--- src/rtl/cell_inlet_pkg.sv ---
package cell_inlet_pkg;

  // Queue indices; a higher index has higher service priority.
  localparam int QI_DAT = 0;
  localparam int QI_CTL = 1;
  localparam int QI_LPB = 2;
  localparam int NUM_Q  = 3;

  typedef enum logic {
    TX_IDLE = 1'b0,
    TX_SEND = 1'b1
  } tx_state_e;

endpackage

--- src/rtl/cell_queue.sv ---
module cell_queue #(
  parameter int WORD_W     = 32,
  parameter int CELL_WORDS = 14,
  parameter int DEPTH      = 4,
  parameter int ID_W       = 8,
  parameter bit REWRITE    = 1'b0,
  parameter logic [ID_W-1:0] LOCAL_ID = '0
) (
  input  logic              clk,
  input  logic              rst,
  input  logic              wr_valid,
  input  logic [WORD_W-1:0] wr_word,
  output logic              wr_ready,
  output logic              has_cell,
  input  logic              claim,
  input  logic              rd_en,
  output logic [WORD_W-1:0] rd_word
);

  localparam int SLOTS = DEPTH * CELL_WORDS;
  localparam int AW    = (SLOTS > 1) ? $clog2(SLOTS) : 1;
  localparam int IW    = (CELL_WORDS > 1) ? $clog2(CELL_WORDS) : 1;
  localparam int CW    = $clog2(DEPTH + 1);

  logic [WORD_W-1:0] mem [SLOTS];
  logic [AW-1:0]     wr_addr, rd_addr;
  logic [IW-1:0]     wr_idx, rd_idx;
  logic [CW-1:0]     used, avail;
  logic              wr_fire, wr_last, rd_last;
  logic [WORD_W-1:0] store_word;

  assign wr_ready = (used < CW'(DEPTH));
  assign wr_fire  = wr_valid && wr_ready;
  assign wr_last  = wr_fire && (wr_idx == IW'(CELL_WORDS - 1));
  assign rd_last  = rd_en && (rd_idx == IW'(CELL_WORDS - 1));
  assign has_cell = (avail != '0);

  generate
    if (REWRITE) begin : g_rewrite
      always_comb begin
        if (wr_idx == '0)
          store_word = {wr_word[WORD_W-ID_W-1 -: ID_W], LOCAL_ID,
                        wr_word[WORD_W-2*ID_W-1:0]};
        else
          store_word = wr_word;
      end
    end else begin : g_pass
      assign store_word = wr_word;
    end
  endgenerate

  // Storage without reset so that it can map onto block RAM.
  always_ff @(posedge clk) begin
    if (wr_fire) mem[wr_addr] <= store_word;
  end

  always_ff @(posedge clk) begin
    if (rd_en) rd_word <= mem[rd_addr];
  end

  always_ff @(posedge clk) begin
    if (rst) begin
      wr_addr <= '0;
      wr_idx  <= '0;
    end else if (wr_fire) begin
      wr_addr <= (wr_addr == AW'(SLOTS - 1)) ? '0 : wr_addr + 1'b1;
      wr_idx  <= wr_last ? '0 : wr_idx + 1'b1;
    end
  end

  always_ff @(posedge clk) begin
    if (rst) begin
      rd_addr <= '0;
      rd_idx  <= '0;
    end else if (rd_en) begin
      rd_addr <= (rd_addr == AW'(SLOTS - 1)) ? '0 : rd_addr + 1'b1;
      rd_idx  <= rd_last ? '0 : rd_idx + 1'b1;
    end
  end

  // used: slots holding a complete cell not yet fully read out.
  always_ff @(posedge clk) begin
    if (rst) begin
      used <= '0;
    end else begin
      case ({wr_last, rd_last})
        2'b10:   used <= used + 1'b1;
        2'b01:   used <= used - 1'b1;
        default: used <= used;
      endcase
    end
  end

  // avail: complete cells not yet claimed by the scheduler.
  always_ff @(posedge clk) begin
    if (rst) begin
      avail <= '0;
    end else begin
      case ({wr_last, claim})
        2'b10:   avail <= avail + 1'b1;
        2'b01:   avail <= avail - 1'b1;
        default: avail <= avail;
      endcase
    end
  end

endmodule

--- src/rtl/inlet_scheduler.sv ---
module inlet_scheduler
  import cell_inlet_pkg::*;
#(
  parameter int CELL_WORDS = 14,
  parameter int NQ         = 3
) (
  input  logic                          clk,
  input  logic                          rst,
  input  logic [NQ-1:0]                 has_cell,
  input  logic                          bus_grant,
  input  logic                          req_now,
  output logic [NQ-1:0]                 claim,
  output logic [NQ-1:0]                 rd_en,
  output logic                          rd_any,
  output logic                          rd_first,
  output logic [$clog2(NQ)-1:0]         rd_src
);

  localparam int SW = $clog2(NQ);
  localparam int IW = (CELL_WORDS > 1) ? $clog2(CELL_WORDS) : 1;

  tx_state_e     state;
  logic [IW-1:0] idx;
  logic [SW-1:0] cur, pick;
  logic          start;

  // Highest-index queue with a waiting cell wins.
  always_comb begin
    pick = '0;
    for (int i = 0; i < NQ; i++) begin
      if (has_cell[i]) pick = SW'(i);
    end
  end

  assign start    = (state == TX_IDLE) && bus_grant && req_now && (|has_cell);
  assign rd_any   = start || (state == TX_SEND);
  assign rd_first = start;
  assign rd_src   = start ? pick : cur;

  generate
    for (genvar g = 0; g < NQ; g++) begin : g_sel
      assign claim[g] = start && (pick == SW'(g));
      assign rd_en[g] = rd_any && (rd_src == SW'(g));
    end
  endgenerate

  always_ff @(posedge clk) begin
    if (rst) begin
      state <= TX_IDLE;
      idx   <= '0;
      cur   <= '0;
    end else begin
      case (state)
        TX_IDLE: begin
          if (start) begin
            state <= TX_SEND;
            idx   <= IW'(1);
            cur   <= pick;
          end
        end
        TX_SEND: begin
          if (idx == IW'(CELL_WORDS - 1)) begin
            state <= TX_IDLE;
            idx   <= '0;
          end else begin
            idx <= idx + 1'b1;
          end
        end
        default: state <= TX_IDLE;
      endcase
    end
  end

endmodule

--- src/rtl/bus_port_stage.sv ---
module bus_port_stage #(
  parameter int WORD_W = 32,
  parameter int NQ     = 3
) (
  input  logic                       clk,
  input  logic                       rst,
  input  logic                       rd_any,
  input  logic                       rd_first,
  input  logic [$clog2(NQ)-1:0]      rd_src,
  input  logic [NQ-1:0][WORD_W-1:0]  q_word,
  input  logic                       has_any,
  output logic                       bus_req,
  output logic                       bus_valid,
  output logic                       bus_sop,
  output logic [WORD_W-1:0]          bus_word
);

  localparam int SW = $clog2(NQ);

  logic          q_valid, q_first;
  logic [SW-1:0] q_src;

  always_ff @(posedge clk) begin
    if (rst) begin
      q_valid   <= 1'b0;
      q_first   <= 1'b0;
      q_src     <= '0;
      bus_valid <= 1'b0;
      bus_sop   <= 1'b0;
      bus_word  <= '0;
      bus_req   <= 1'b0;
    end else begin
      q_valid   <= rd_any;
      q_first   <= rd_first;
      q_src     <= rd_src;
      bus_valid <= q_valid;
      bus_sop   <= q_first;
      if (q_valid) bus_word <= q_word[q_src];
      bus_req   <= has_any || rd_any || q_valid;
    end
  end

endmodule

--- src/rtl/cell_inlet.sv ---
module cell_inlet
  import cell_inlet_pkg::*;
#(
  parameter int WORD_W     = 32,
  parameter int CELL_WORDS = 14,
  parameter int DAT_DEPTH  = 4,
  parameter int CTL_DEPTH  = 1,
  parameter int LPB_DEPTH  = 1,
  parameter int ID_W       = 8,
  parameter logic [ID_W-1:0] LOCAL_ID = 8'h01
) (
  input  logic              clk,
  input  logic              rst,
  input  logic              dat_valid,
  input  logic [WORD_W-1:0] dat_word,
  output logic              dat_ready,
  input  logic              ctl_valid,
  input  logic [WORD_W-1:0] ctl_word,
  output logic              ctl_ready,
  input  logic              lpb_valid,
  input  logic [WORD_W-1:0] lpb_word,
  output logic              lpb_ready,
  input  logic              bus_grant,
  output logic              bus_req,
  output logic              bus_valid,
  output logic              bus_sop,
  output logic [WORD_W-1:0] bus_word
);

  localparam int NQ = NUM_Q;
  localparam int SW = $clog2(NQ);

  logic [NQ-1:0]             in_valid, in_ready, has_cell, claim, rd_en;
  logic [NQ-1:0][WORD_W-1:0] in_word, q_word;
  logic                      rd_any, rd_first;
  logic [SW-1:0]             rd_src;

  assign in_valid[QI_DAT] = dat_valid;
  assign in_valid[QI_CTL] = ctl_valid;
  assign in_valid[QI_LPB] = lpb_valid;
  assign in_word[QI_DAT]  = dat_word;
  assign in_word[QI_CTL]  = ctl_word;
  assign in_word[QI_LPB]  = lpb_word;
  assign dat_ready        = in_ready[QI_DAT];
  assign ctl_ready        = in_ready[QI_CTL];
  assign lpb_ready        = in_ready[QI_LPB];

  generate
    for (genvar i = 0; i < NQ; i++) begin : g_q
      localparam int QDEPTH = (i == QI_DAT) ? DAT_DEPTH :
                              (i == QI_CTL) ? CTL_DEPTH : LPB_DEPTH;
      cell_queue #(
        .WORD_W    (WORD_W),
        .CELL_WORDS(CELL_WORDS),
        .DEPTH     (QDEPTH),
        .ID_W      (ID_W),
        .REWRITE   (i == QI_LPB),
        .LOCAL_ID  (LOCAL_ID)
      ) u_queue (
        .clk     (clk),
        .rst     (rst),
        .wr_valid(in_valid[i]),
        .wr_word (in_word[i]),
        .wr_ready(in_ready[i]),
        .has_cell(has_cell[i]),
        .claim   (claim[i]),
        .rd_en   (rd_en[i]),
        .rd_word (q_word[i])
      );
    end
  endgenerate

  inlet_scheduler #(
    .CELL_WORDS(CELL_WORDS),
    .NQ        (NQ)
  ) u_sched (
    .clk      (clk),
    .rst      (rst),
    .has_cell (has_cell),
    .bus_grant(bus_grant),
    .req_now  (bus_req),
    .claim    (claim),
    .rd_en    (rd_en),
    .rd_any   (rd_any),
    .rd_first (rd_first),
    .rd_src   (rd_src)
  );

  bus_port_stage #(
    .WORD_W(WORD_W),
    .NQ    (NQ)
  ) u_port (
    .clk      (clk),
    .rst      (rst),
    .rd_any   (rd_any),
    .rd_first (rd_first),
    .rd_src   (rd_src),
    .q_word   (q_word),
    .has_any  (|has_cell),
    .bus_req  (bus_req),
    .bus_valid(bus_valid),
    .bus_sop  (bus_sop),
    .bus_word (bus_word)
  );

endmodule

--- config.mk ---
export PLATFORM = sky130hd
export DESIGN_NAME = cell_inlet
export DESIGN_NICKNAME = d
export VERILOG_FILES = /design/src/rtl/cell_inlet_pkg.sv /design/src/rtl/cell_queue.sv /design/src/rtl/inlet_scheduler.sv /design/src/rtl/bus_port_stage.sv /design/src/rtl/cell_inlet.sv
export SDC_FILE = /design/constraint.sdc
export NUM_CORES = 2
export LEC_CHECK = 0
export BUFFER_PORTS_ARGS = -buffer_cell sky130_fd_sc_hd__buf_2
export CAP_MARGIN = 25
export CORE_ASPECT_RATIO = 1.5
export CORE_UTILIZATION = 50
export CTS_CLUSTER_DIAMETER = 200
export DETAILED_ROUTE_END_ITERATION = 6
export GPL_ROUTABILITY_DRIVEN = 1
export PLACE_DENSITY = 0.66
export SLEW_MARGIN = 20
export SYNTH_ARGS = -nofsm -noshare
export SYNTH_HDL_FRONTEND = slang
export SYNTH_SLANG_ARGS = --single-unit
--- constraint.sdc ---
create_clock -name clk -period 16.72 [get_ports clk]
set_input_delay 2.508 -clock clk [delete_from_list [all_inputs] [get_ports clk]]
set_output_delay 2.508 -clock clk [all_outputs]
set_load 0.05 [all_outputs]
==> flow_metrics.env <==
export IMPL_status="complete, but fails checks"
export IMPL_violations="DRC"
export IMPL_place_inst=7918
export IMPL_critPathMaxStageDelay_ns=0.87
export IMPL_setup_violations=0
export IMPL_grt_pass1_vias=53000
export IMPL_fp_dieH_um=578
export IMPL_ys_types=59
export IMPL_grt_max_degree=116
export IMPL_ys_flop_type="edfxtp_1"
export IMPL_dp_hpwl_mm=166
export IMPL_area_growth_pct=12.9
export IMPL_clock_latency_ns=0.83
export IMPL_r2r_end="g_q[0].u_queue.rd_word[31]"
export IMPL_totalWireLength_mm=271
export IMPL_synth_area_mm2=0.111
export IMPL_power_total_mw=14.3
export IMPL_cts_tree="built"
export IMPL_arrival_ns=5.07
export IMPL_antenna_found_initial=17
export IMPL_leakage_nw=37.4
export IMPL_vias=52000
export IMPL_hold_viol_final=0
export IMPL_slew_violations=0
export IMPL_fin_util_pct=56.8
export IMPL_drt_initial_drc_count=5973
export IMPL_post_cts_setup_buffers=0
export IMPL_synth_async_reset_ratio_pct=0
export IMPL_reg2reg_slack_ns=12.22
export IMPL_die_x_um=386
export IMPL_crit_path_max_fanout=18
export IMPL_cp_slowest_cell="nor2_4"
export IMPL_layout_nets=5446
export IMPL_tightestPinTransition_ns=1.16
export IMPL_holdCritStartpoint="u_port.q_first"
export IMPL_initial_core_util_pct=50.3
export IMPL_drcViolationCount=2
export IMPL_startpoint_type="primary input"
export IMPL_num_rows=211
export IMPL_worst_ep_required_time_ns=17.23
export IMPL_drv_cap=0
export IMPL_vias_per_cell=6.19
export IMPL_r2r_cells=6
export IMPL_min_path_type="flip-flop to flip-flop"
export IMPL_dr_pass1_iters=7
export IMPL_postSynthRegisterBits=2892
export IMPL_p_seq_share_pct=56.1
export IMPL_clockBufferDepth=4
export IMPL_ios=140
export IMPL_grt_pass1_wl_mm=386
export IMPL_min_to="u_port.bus_sop"
export IMPL_ys_warn_count=0
export IMPL_critPathKind="primary input to flip-flop"
export IMPL_setup_worst_path_end_class="flip-flop"
export IMPL_r2r_start="g_q[0].u_queue.rd_addr[0]"
export IMPL_syn_instance_count=5013
export IMPL_clkTransAtPathRegs_ns=0.06
export IMPL_grt_setup_unrepaired="false"
export IMPL_place_gp_congestion=0.854
export IMPL_synth_edf_count=2784
export IMPL_post_drt_wl_per_cell_um=32.3
export IMPL_grt_overflow=0
export IMPL_internal_power_mw=11.4
export IMPL_clock_root_buffer="clkbuf_16"
export IMPL_vdd_drop_max_mv=0.106
export IMPL_holdWs_ns=0.457
export IMPL_fin_crit_sh_pct=27.3
export IMPL_htreeDepth=5
export IMPL_crit_top_cell="nand2_1"
export IMPL_p_per_area_mw_per_mm2=114
export IMPL_max_slew_margin_pct=21.8
export IMPL_switching_power_mw=2.83
export IMPL_swShare_pct=19.8
export IMPL_max_freq_mhz=219
export IMPL_instances_no_fill=8399
export IMPL_hold_depth=1
export IMPL_min_period_ns=4.56
export IMPL_layout_commonest_cell="edfxtp_1"
export IMPL_core_area_mm2=0.220
export IMPL_dieArea_mm2=0.223
export IMPL_final_cell_mix="2784 x edfxtp_1, 684 x mux4_2, 278 x clkbuf_16"
export IMPL_layout_drive_gt1_share_pct=28.3
export IMPL_grt_use_total_pct=24.5
export IMPL_final_fill_count=15900
export IMPL_numCtsBuffers=267
export IMPL_finalClockSkew_ns=0.0439
export IMPL_ant_nets=0
export IMPL_crit_chain="buf_2 > nand2_1 > nor2_1 > nand2_1 > nor2_4 > buf_16"
export IMPL_final_setup_tns_ns=0
export IMPL_p_comb_share_pct=2.0
export IMPL_cts_resized=0
export IMPL_clock_sinks=2892
export IMPL_clockPowerShare_pct=41.9
export IMPL_synth_nets=5138
export IMPL_numPortBuffers=139
export IMPL_yosysSeqAreaShare_pct=77.6
export IMPL_hold_buffers=0
export IMPL_synth_area_per_cell_um2=22.1
[worst max path at each step]
stage,startpoint,slack [ns],cells past startpoint,endpoint
after floorplan,lpb_valid,9.75,4,g_q[2].u_queue.mem[12][0]
after detailed placement,dat_valid,11.34,5,g_q[0].u_queue.mem[33][3]
final,dat_valid,12.16,6,g_q[0].u_queue.mem[49][14]
after global routing,g_q[0].u_queue.rd_addr[0],12.11,6,g_q[0].u_queue.rd_word[31]
after CTS,dat_valid,12.20,5,g_q[0].u_queue.mem[33][19]
after global placement,dat_valid,11.12,5,g_q[0].u_queue.mem[16][17]
[state kept, by name, indices dropped and copies added, names as in the netlist]
signal                count
u_sched.idx               4
u_port.bus_word          32
u_port.q_first            1
u_sched.cur               2
u_port.bus_req            1
g_q.u_queue.wr_addr      14
u_port.bus_sop            1
g_q.u_queue.wr_idx       12
u_port.q_src              2
u_sched.state             1
g_q.u_queue.rd_idx       12
u_port.bus_valid          1
g_q.u_queue.avail         3
g_q.u_queue.used          5
g_q.u_queue.rd_word      96
g_q.u_queue.rd_addr      14
u_port.q_valid            1
g_q.u_queue.has_cell      2
g_q.u_queue.mem        2688
[routing by layer]
layer	global-route usage, %	vias up	wire, µm
li1	-	21600	-
met1	30.5	27600	96800
met2	42.3	2126	141000
met3	3.68	544	18100
met4	11.5	10	14900
met5	0	-	63
[metrics by stage]
stage               instance area [µm²]  setup WS (ns)
floorplan                        111000           9.75
global placement                 115000          11.12
detailed placement               116000          11.34
CTS                              125000          12.20
global route                     125000          12.11
finish                           125000          12.16
[worst max-delay path, delay by kind of cell]
kind	cells	cell delay [ns]
buffers and inverters	2	0.39
and+or+nand+nor	4	2.14
[cell usage after synthesis, types with 21 or more instances]
| cell type | count | share of area [%] |
|---|---|---|
| edfxtp_1 | 2784 | 76 |
| ha_1 | 21 | 0.24 |
| mux2_2 | 102 | 1.0 |
| a22oi_1 | 52 | 0.35 |
| nor2_1 | 209 | 0.71 |
| nor2b_1 | 29 | 0.16 |
| a211oi_1 | 36 | 0.24 |
| nand3_1 | 26 | 0.12 |
| clkbuf_1 | 136 | 0.46 |
| a21oi_1 | 113 | 0.51 |
| mux4_2 | 684 | 14 |
| and3_1 | 26 | 0.15 |
| buf_1 | 30 | 0.10 |
| buf_4 | 24 | 0.16 |
| dfxtp_1 | 108 | 2.0 |
| nor3_1 | 23 | 0.10 |
| o21ai_0 | 36 | 0.16 |
| buf_2 | 75 | 0.34 |
| mux2i_1 | 188 | 1.7 |
| nand2_1 | 67 | 0.23 |
[logic make-up (layout without fill, tap and decap cells)]
group	after synthesis	in the layout	synth area share (%)
flip-flops	2892	2892	77.6
other	0	5	0
AO/OA/AOI/OAI	371	371	2.24
multiplexers	974	974	16.7
adder cells (fa/ha/maj)	23	23	0.274
AND/OR/NAND/NOR	439	439	1.86
XOR/XNOR	19	19	0.151
buffers and inverters	295	801	1.23
[final cells by class]
type | instances | area (µm²) | area share, %
Clock buffer | 351 | 7230 | 5.79
Multi-Input combinational cell | 1826 | 24100 | 19.3
Tap cell | 2875 | 3600 | 2.88
Sequential cell | 2892 | 85800 | 68.7
Inverter | 21 | 78.8 | 0.0631
Antenna cell | 5 | 12.5 | 0.0100
Clock inverter | 116 | 1140 | 0.910
Timing Repair Buffer | 313 | 2910 | 2.33
[power groups by stage]
| stage | logic (mW) | clock network (mW) | registers, mW |
|---|---|---|---|
| 3_3_place_gp | 0.278 | 0 | 8.16 |
| 3_5_place_dp | 0.293 | 0 | 8.16 |
| 2_1_floorplan | 0.0843 | 0 | 8.16 |
| 5_1_grt | 0.301 | 6.33 | 8.00 |
| 4_1_cts | 0.293 | 6.08 | 8.00 |
| 6_report | 0.287 | 5.99 | 8.00 |
(Power assumes the default switching activity.)
